File: src/rtl/irq_gate_pkg.sv
package irq_gate_pkg;

   // Conditions that stop the request from being sampled in a cycle
   typedef struct packed {
      logic low_power;
      logic idbit_instr;
      logic ictl_access;
   } sample_block_t;

   function automatic logic sampling_blocked(input sample_block_t b);
      return b.low_power | b.idbit_instr | b.ictl_access;
   endfunction

endpackage

File: src/rtl/irq_window_timer.sv
module irq_window_timer #(
   parameter int WINDOW_CLKS    = 7,
   parameter bit RESTART_ON_REQ = 1'b1
) (
   input  logic clk,
   input  logic rst,
   input  logic en_pulse_i,
   input  logic dis_pulse_i,
   input  logic req_valid_i,
   output logic enabled_o,
   output logic elapsed_o,
   output logic fresh_req_o
);

   localparam int CNT_W = $clog2(WINDOW_CLKS + 1);
   localparam logic [CNT_W-1:0] CNT_FULL = CNT_W'(WINDOW_CLKS);

   logic             en_q;
   logic [CNT_W-1:0] cnt_q;
   logic             fresh;

   generate
      if (RESTART_ON_REQ) begin : g_restart
         logic req_q;
         always_ff @(posedge clk) begin
            if (rst) req_q <= 1'b0;
            else     req_q <= req_valid_i;
         end
         assign fresh = en_q & req_valid_i & ~req_q;
      end else begin : g_no_restart
         logic unused_req;
         assign unused_req = req_valid_i;
         assign fresh      = 1'b0;
      end
   endgenerate

   always_ff @(posedge clk) begin
      if (rst) begin
         en_q  <= 1'b0;
         cnt_q <= '0;
      end else if (dis_pulse_i) begin
         en_q  <= 1'b0;
         cnt_q <= '0;
      end else if (en_pulse_i) begin
         en_q  <= 1'b1;
         cnt_q <= '0;
      end else if (fresh) begin
         cnt_q <= '0;
      end else if (en_q && cnt_q != CNT_FULL) begin
         cnt_q <= cnt_q + CNT_W'(1);
      end
   end

   assign enabled_o   = en_q;
   assign elapsed_o   = en_q && (cnt_q == CNT_FULL);
   assign fresh_req_o = fresh;

endmodule

File: src/rtl/irq_service_delay.sv
module irq_service_delay #(
   parameter int DELAY_CLKS = 4
) (
   input  logic clk,
   input  logic rst,
   input  logic start_i,
   output logic busy_o,
   output logic fire_o
);

   localparam int DLY_W = $clog2(DELAY_CLKS + 1);
   localparam logic [DLY_W-1:0] DLY_LOAD = DLY_W'(DELAY_CLKS);

   logic [DLY_W-1:0] dly_q;

   always_ff @(posedge clk) begin
      if (rst)               dly_q <= '0;
      else if (start_i)      dly_q <= DLY_LOAD;
      else if (dly_q != '0)  dly_q <= dly_q - DLY_W'(1);
   end

   assign busy_o = (dly_q != '0);
   assign fire_o = (dly_q == DLY_W'(1));

endmodule

File: src/rtl/irq_accept_gate.sv
module irq_accept_gate
   import irq_gate_pkg::*;
(
   input  logic          elapsed_i,
   input  logic          fresh_req_i,
   input  logic          req_valid_i,
   input  logic          busy_i,
   input  sample_block_t block_i,
   output logic          accept_o
);

   always_comb begin
      accept_o = elapsed_i & req_valid_i & ~fresh_req_i & ~busy_i;
      if (sampling_blocked(block_i)) accept_o = 1'b0;
   end

endmodule

File: src/rtl/irq_ack_gate.sv
module irq_ack_gate
   import irq_gate_pkg::*;
#(
   parameter int WINDOW_CLKS    = 7,
   parameter int SERVICE_DELAY  = 4,
   parameter bit RESTART_ON_REQ = 1'b1
) (
   input  logic clk,
   input  logic rst,
   input  logic irq_en_pulse,
   input  logic irq_dis_pulse,
   input  logic req_pending,
   input  logic req_masked,
   input  logic low_power,
   input  logic idbit_instr,
   input  logic ictl_access,
   output logic ack_o,
   output logic pend_clr_o,
   output logic svc_start_o
);

   generate
      if (WINDOW_CLKS < 1) begin : g_bad_window
         $error("WINDOW_CLKS must be at least 1");
      end
      if (SERVICE_DELAY < 1) begin : g_bad_delay
         $error("SERVICE_DELAY must be at least 1");
      end
   endgenerate

   logic          req_valid;
   logic          win_enabled;
   logic          win_elapsed;
   logic          win_fresh;
   logic          dly_busy;
   logic          dly_fire;
   logic          accept;
   sample_block_t blk;

   assign req_valid       = req_pending & ~req_masked;
   assign blk.low_power   = low_power;
   assign blk.idbit_instr = idbit_instr;
   assign blk.ictl_access = ictl_access;

   irq_window_timer #(
      .WINDOW_CLKS   (WINDOW_CLKS),
      .RESTART_ON_REQ(RESTART_ON_REQ)
   ) i_timer (
      .clk        (clk),
      .rst        (rst),
      .en_pulse_i (irq_en_pulse),
      .dis_pulse_i(irq_dis_pulse),
      .req_valid_i(req_valid),
      .enabled_o  (win_enabled),
      .elapsed_o  (win_elapsed),
      .fresh_req_o(win_fresh)
   );

   irq_accept_gate i_gate (
      .elapsed_i  (win_elapsed),
      .fresh_req_i(win_fresh),
      .req_valid_i(req_valid),
      .busy_i     (dly_busy),
      .block_i    (blk),
      .accept_o   (accept)
   );

   irq_service_delay #(
      .DELAY_CLKS(SERVICE_DELAY)
   ) i_delay (
      .clk    (clk),
      .rst    (rst),
      .start_i(accept),
      .busy_o (dly_busy),
      .fire_o (dly_fire)
   );

   logic unused_en;
   assign unused_en   = win_enabled;

   assign ack_o       = accept;
   assign pend_clr_o  = accept;
   assign svc_start_o = dly_fire;

endmodule

File: config.mk
export PLATFORM = sky130hd
export DESIGN_NAME = irq_ack_gate
export DESIGN_NICKNAME = d
export VERILOG_FILES = /design/src/rtl/irq_gate_pkg.sv /design/src/rtl/irq_window_timer.sv /design/src/rtl/irq_service_delay.sv /design/src/rtl/irq_accept_gate.sv /design/src/rtl/irq_ack_gate.sv
export SDC_FILE = /design/constraint.sdc
export NUM_CORES = 1
export LEC_CHECK = 0
export ABC_AREA = 1
export ABC_CLOCK_PERIOD_IN_PS = 2100
export CAP_MARGIN = 20
export CORE_AREA = 2 2 39 41
export DETAILED_ROUTE_END_ITERATION = 10
export DIE_AREA = 0 0 41 43
export RECOVER_POWER = 100
export SYNTH_ARGS = -nofsm -noshare
export SYNTH_HDL_FRONTEND = slang
export SYNTH_SLANG_ARGS = --single-unit
File: constraint.sdc
create_clock -name clk -period 2.1 [get_ports clk]
set_input_delay 0.21 -clock clk [delete_from_list [all_inputs] [get_ports clk]]
set_output_delay 0.21 -clock clk [all_outputs]
set_load 0.02 [all_outputs]
* Word-level counts from Yosys, hierarchy flattened
Cells that the tools add are included.
Word-level totals: output and inout bits 3, bits in registers 8
Operators by class: equal/unequal tests 3, $add $sub $neg 2, reductions and logical operators 7, muxes and demuxes 3, bitwise logic cells 12
Operators by type and width (count):
- AND 1 bit | 6
- 2-to-1 mux 3 bit | 2
- NOT 1 bit | 4
- OR reduction 2 bit | 2
- OR reduction 4 bit | 1
- adder 3 x 1 -> 3 bit (second input constant) | 1
- equality test 3 x 1 -> 1 bit (second input constant) | 1
- equality test 3 bit (second input constant) | 1
- inequality test 3 bit (second input constant) | 1
- nonzero test 3 bit | 1
- subtractor 3 x 1 -> 3 bit (second input constant) | 1
- logical AND 1 bit | 2
- OR 1 bit | 2
- nonzero test 2 bit | 1
- 2-to-1 mux 1 bit | 1

* Depth between registers and ports, before layout
depth after elaboration 9, gate-level depth with buffers 8, depth with buffers taken out 8

* Modules after synthesis
Synthesis repeated with hierarchy kept, for this count alone.
Second synthesis, totals: cells, all modules 79, area, all modules 521.8 um^2
By module, submodules not included:
- irq_window_timer | instances 1, area each 285.3 um^2, cells an instance 39
- irq_service_delay | instances 1, area each 188.9 um^2, cells an instance 29
- irq_accept_gate | instances 1, area each 30.0 um^2, cells an instance 8
- irq_ack_gate | instances 1, area each 17.5 um^2, cells an instance 3

* Least setup slack after synthesis
Ideal clock, no wire load.
path type reg2out, from reg i_timer.cnt_q[0], to out pend_clr_o, path buffers 1, stages on the path, launching flop included 8, slack 0.661 ns, data arrival time 1.229 ns, data required time 1.890 ns, path through dfxtp_1 -> ha_1 -> ha_1 -> nand2_1 -> nor2_1 -> nand3_2 -> inv_1 -> buf_4
Between the ends: cells in the longest elaborated chain, start to end 6
Ends and longest elaborated chain:
- from (decl) | line irq_window_timer.sv:19 | logic [CNT_W-1:0] cnt_q;
- from (signal assigned) | line irq_window_timer.sv:50 | cnt_q <= cnt_q + CNT_W'(1);
- equality test 3 bit | line irq_window_timer.sv:55 | assign elapsed_o = en_q && (cnt_q == CNT_FULL);
- logical AND 1 bit | line irq_window_timer.sv:55
- AND 1 bit (3 in a row) | line irq_accept_gate.sv:13 | accept_o = elapsed_i & req_valid_i & ~fresh_req_i & ~busy_i;
- 2-to-1 mux 1 bit | line irq_accept_gate.sv:14 | if (sampling_blocked(block_i)) accept_o = 1'b0;
- to (decl) | line irq_ack_gate.sv:18 | output logic pend_clr_o,
Every way passes these cells.

* Final worst setup path
from reg i_timer.cnt_q[0], to out ack_o
Between the ends: cells in the longest elaborated chain, start to end 6
Ends and longest elaborated chain:
- equality test 3 bit | line irq_window_timer.sv:55
- logical AND 1 bit | line irq_window_timer.sv:55
- AND 1 bit (3 in a row) | line irq_accept_gate.sv:13
- 2-to-1 mux 1 bit | line irq_accept_gate.sv:14
- to (decl) | line irq_ack_gate.sv:17 | output logic ack_o,
Every way passes these cells.

==> flow_summary.ini <==
[drt]
via_count = 386
detail_route.wirelength_um = 733
drt_iter0_drc = 5
drc_errors = 0
routed_via_density = 4.24
drt_pass1_iterations = 2
antenna_violating_nets_post_route = 0
routed_wire_length_per_instance_um = 8.05

[placement]
post-dp-hpwl_um = 615
detailedPlace.worstSlack_ns = 0.227
place.port_buffers = 11
routabilityCongestion = 0.671

[worst_setup_path]
worst_setup_path_end_kind = primary output
critical_path.reg2reg.endpoint = i_timer.cnt_q[1]
path_cells = ha_1 -> ha_1 -> nand2_1 -> nor2_1 -> nand3_2 -> inv_1 -> dlygate4sd2_1
path_common_cell = sky130_fd_sc_hd__ha_1
crit-reg2reg-launch = i_timer.cnt_q[0]
timing_worst_setup_path_type = flip-flop to primary output
path_depth = 7
critical-path-max-stage-delay_ns = 0.35
cp_top_family = buffers and inverters
critical-path-slowest-cell = sky130_fd_sc_hd__dfxtp_1
reg2reg_depth = 8
register_to_register_setup_slack_ns = 0.88
setup.worst_path.end = ack_o
critical_path_buf_inv_count = 2
timing.critical_path.required_ns = 1.89
cp-start-kind = flip-flop
crit_path_max_fanout = 3
timing.critical_path.from = i_timer.cnt_q[0]
critPathArrivalTime_ns = 1.62

[die]
io-pin-count = 12
floorplan.core_area_um2 = 1380
number_of_core_rows = 14
die_w_um = 41
die_area_um2 = 1760
chipHeight_um = 43
initial_utilization = 0.335

[logic_synthesis]
synth_compound_gate_area_share = 0.0486
synth_top_family_by_area = simple AND/OR/NAND/NOR gates
synth_adder_area_share = 0.135
syn_area_per_cell_um2 = 7.47
synth_simple_gate_area_share = 0.303
synth.mux.area_fraction = 0
netlist-cell-type-count = 17
synth_sequential_area_ratio = 0.346
post_synthesis_instance_area_um2 = 463
ys_warn_count = 0
yosys_register_bits = 8
synth_xor_area_frac = 0.0378
syn_nets = 76
post_synth_inst_count = 62

[outcome]
status = completed

[cts]
cts-root-buf = sky130_fd_sc_hd__clkbuf_4
post-cts-setup-buffers = 0
htreeDepth = 1
ctsLongestPathBuffers = 2
cts_inserted_buffers = 3
worstSkewPairLatency_ns = 0.25
tritoncts_clock_tree = done
cts_sinks = 8
path_clk_slew_ns = 0.05

[job]
maxCapViolations = 0

[timing]
post-route-min-period_ns = 1.83
worst_slack_on_hold_paths_ns = 0.526
postLayoutSetupSlackWorst_ns = 0.268
hold_violation_total_from_the_final_report = 0
drv_slew = 0
max_freq_mhz = 546
worst-slew-pin-transition_ns = 0.221
grt_setup_unrepaired = no
setup-violations-final = 0
timing.max_slew.rel_slack = 0.851
min_period_over_period = 0.872
clock-skew-final_ns = 0.00115
totalNegativeSetupSlack_ns = 0

[final_layout]
utilization = 0.438
num-fill-cells = 150
insertedDiodeCount = 0
final_common_cell = sky130_fd_sc_hd__inv_1
final_cell_mix = 12 x sky130_fd_sc_hd__inv_1, 10 x sky130_fd_sc_hd__nand2_1, 9 x sky130_fd_sc_hd__nor2_1, 8 x sky130_fd_sc_hd__dfxtp_1, 7 x sky130_fd_sc_hd__clkdlybuf4s50_1
area_delta_synth_final_pct = 30.8
layout_cells_sized_above_1 = 0.147
nNetsFinal = 91

[global_route]
largest_net_degree_at_the_start_of_global_routing = 6
global_route.usage.total = 0.121
overflow = 0
antenna_found_initial = 0
grt_pass1_wl_um = 1370
first_global_vias = 384

[worst_hold_path]
worst_hold_path.num_cells = 2
holdCritPathClass = flip-flop to flip-flop

[power]
total_leakage_power_nw = 0.288
powerDensity_nw_per_um2 = 888
power.combinational.fraction = 0.420
p_sw_frac = 0.351
vdd.ir_drop.worst_uv = 380
internal-power_mw = 0.349
switching_power_mw = 0.189
clock_share_of_power = 0.214
power_frac_seq = 0.366
==> stage by stage <==
step / cells / instance area (µm²) / total power, mW
after floorplan: 62 / 463 / 0.375
after detailed placement: 88 / 586 / 0.433
after global placement: 88 / 586 / 0.431
after CTS: 91 / 606 / 0.552
after global routing: 91 / 606 / 0.594
final: 91 / 606 / 0.538
==> repair_timing <==
action,4_1_cts,5_1_grt
hold buffers,0,0
setup endpoints to repair,2,0
gates resized for setup,2,0
==> registers in the layout, indices dropped and copies added, names as in the netlist <==
name / cells
i_delay.dly_q: 3
i_timer.cnt_q: 3
i_timer.enabled_o: 1
i_timer.g_restart.req_q: 1
==> per-layer routing <==
layer / routed length, µm / share of wire / vias to the layer above / global-route usage
met5: 0 / 0 / - / 0
met3: 20 / 0.027 / 2 / 0.0314
met1: 317 / 0.43 / 166 / 0.128
met2: 377 / 0.51 / 7 / 0.178
met4: 17 / 0.023 / 0 / 0.120
li1: - / - / 211 / -
==> kinds of logic after synthesis <==
| logic type | count (synthesis) |
|---|---|
| DFF | 8 |
| AOI/OAI and AO/OA | 3 |
| and+or+nand+nor | 29 |
| buffers and inverters | 15 |
| xor gates and xnor gates | 2 |
| adders and majority gates | 5 |
==> area by class of cell <==
class,instances,area (µm²),share of cell area
multi-input combinational,39,243,0.401
clock buffer,3,22.5,0.0372
sequential,8,160,0.264
inverter,14,52.6,0.0868
timing repair buffer,11,108,0.178
tap,16,20.0,0.0331
==> worst min path at each step <==
| stage | from | to | slack, ns |
|---|---|---|---|
| after floorplan | rst | i_delay.dly_q[2] | 0.27 |
| after global placement | i_timer.cnt_q[1] | i_timer.cnt_q[1] | 0.51 |
| after detailed placement | i_timer.g_restart.req_q | i_timer.cnt_q[0] | 0.52 |
| after CTS | i_timer.g_restart.req_q | i_timer.cnt_q[0] | 0.53 |
| after global routing | irq_dis_pulse | i_timer.enabled_o | 0.55 |
| final | i_timer.g_restart.req_q | i_timer.cnt_q[0] | 0.53 |
==> cells in the mapped netlist (all sizes together) <==
cell type / n / area, µm²
a21oi: 1 / 8.76
buf: 1 / 7.51
dfxtp: 8 / 160
ha: 5 / 62.6
inv: 14 / 52.6
nand2: 11 / 48.8
nand3: 4 / 25.0
nor2: 10 / 45.0
nor3: 3 / 15.0
o21ai: 2 / 13.8
or2: 1 / 6.26
xor2: 2 / 17.5
==> worst min-delay path: cells and delay by family, from the launching register on <==
family,cells,cell delay [ns]
and+or+nand+nor,1,0.07
DFF,1,0.34
AOI/OAI and AO/OA,1,0.08
==> power by group through the flow <==
stage	clock [mW]	combinational (mW)	sequential, mW
floorplan	0	0.178	0.197
global placement	0	0.230	0.200
detailed placement	0	0.233	0.200
CTS	0.119	0.235	0.197
global route	0.125	0.266	0.203
finish	0.115	0.226	0.197
No activity file was read; power rests on OpenSTA's default activity.
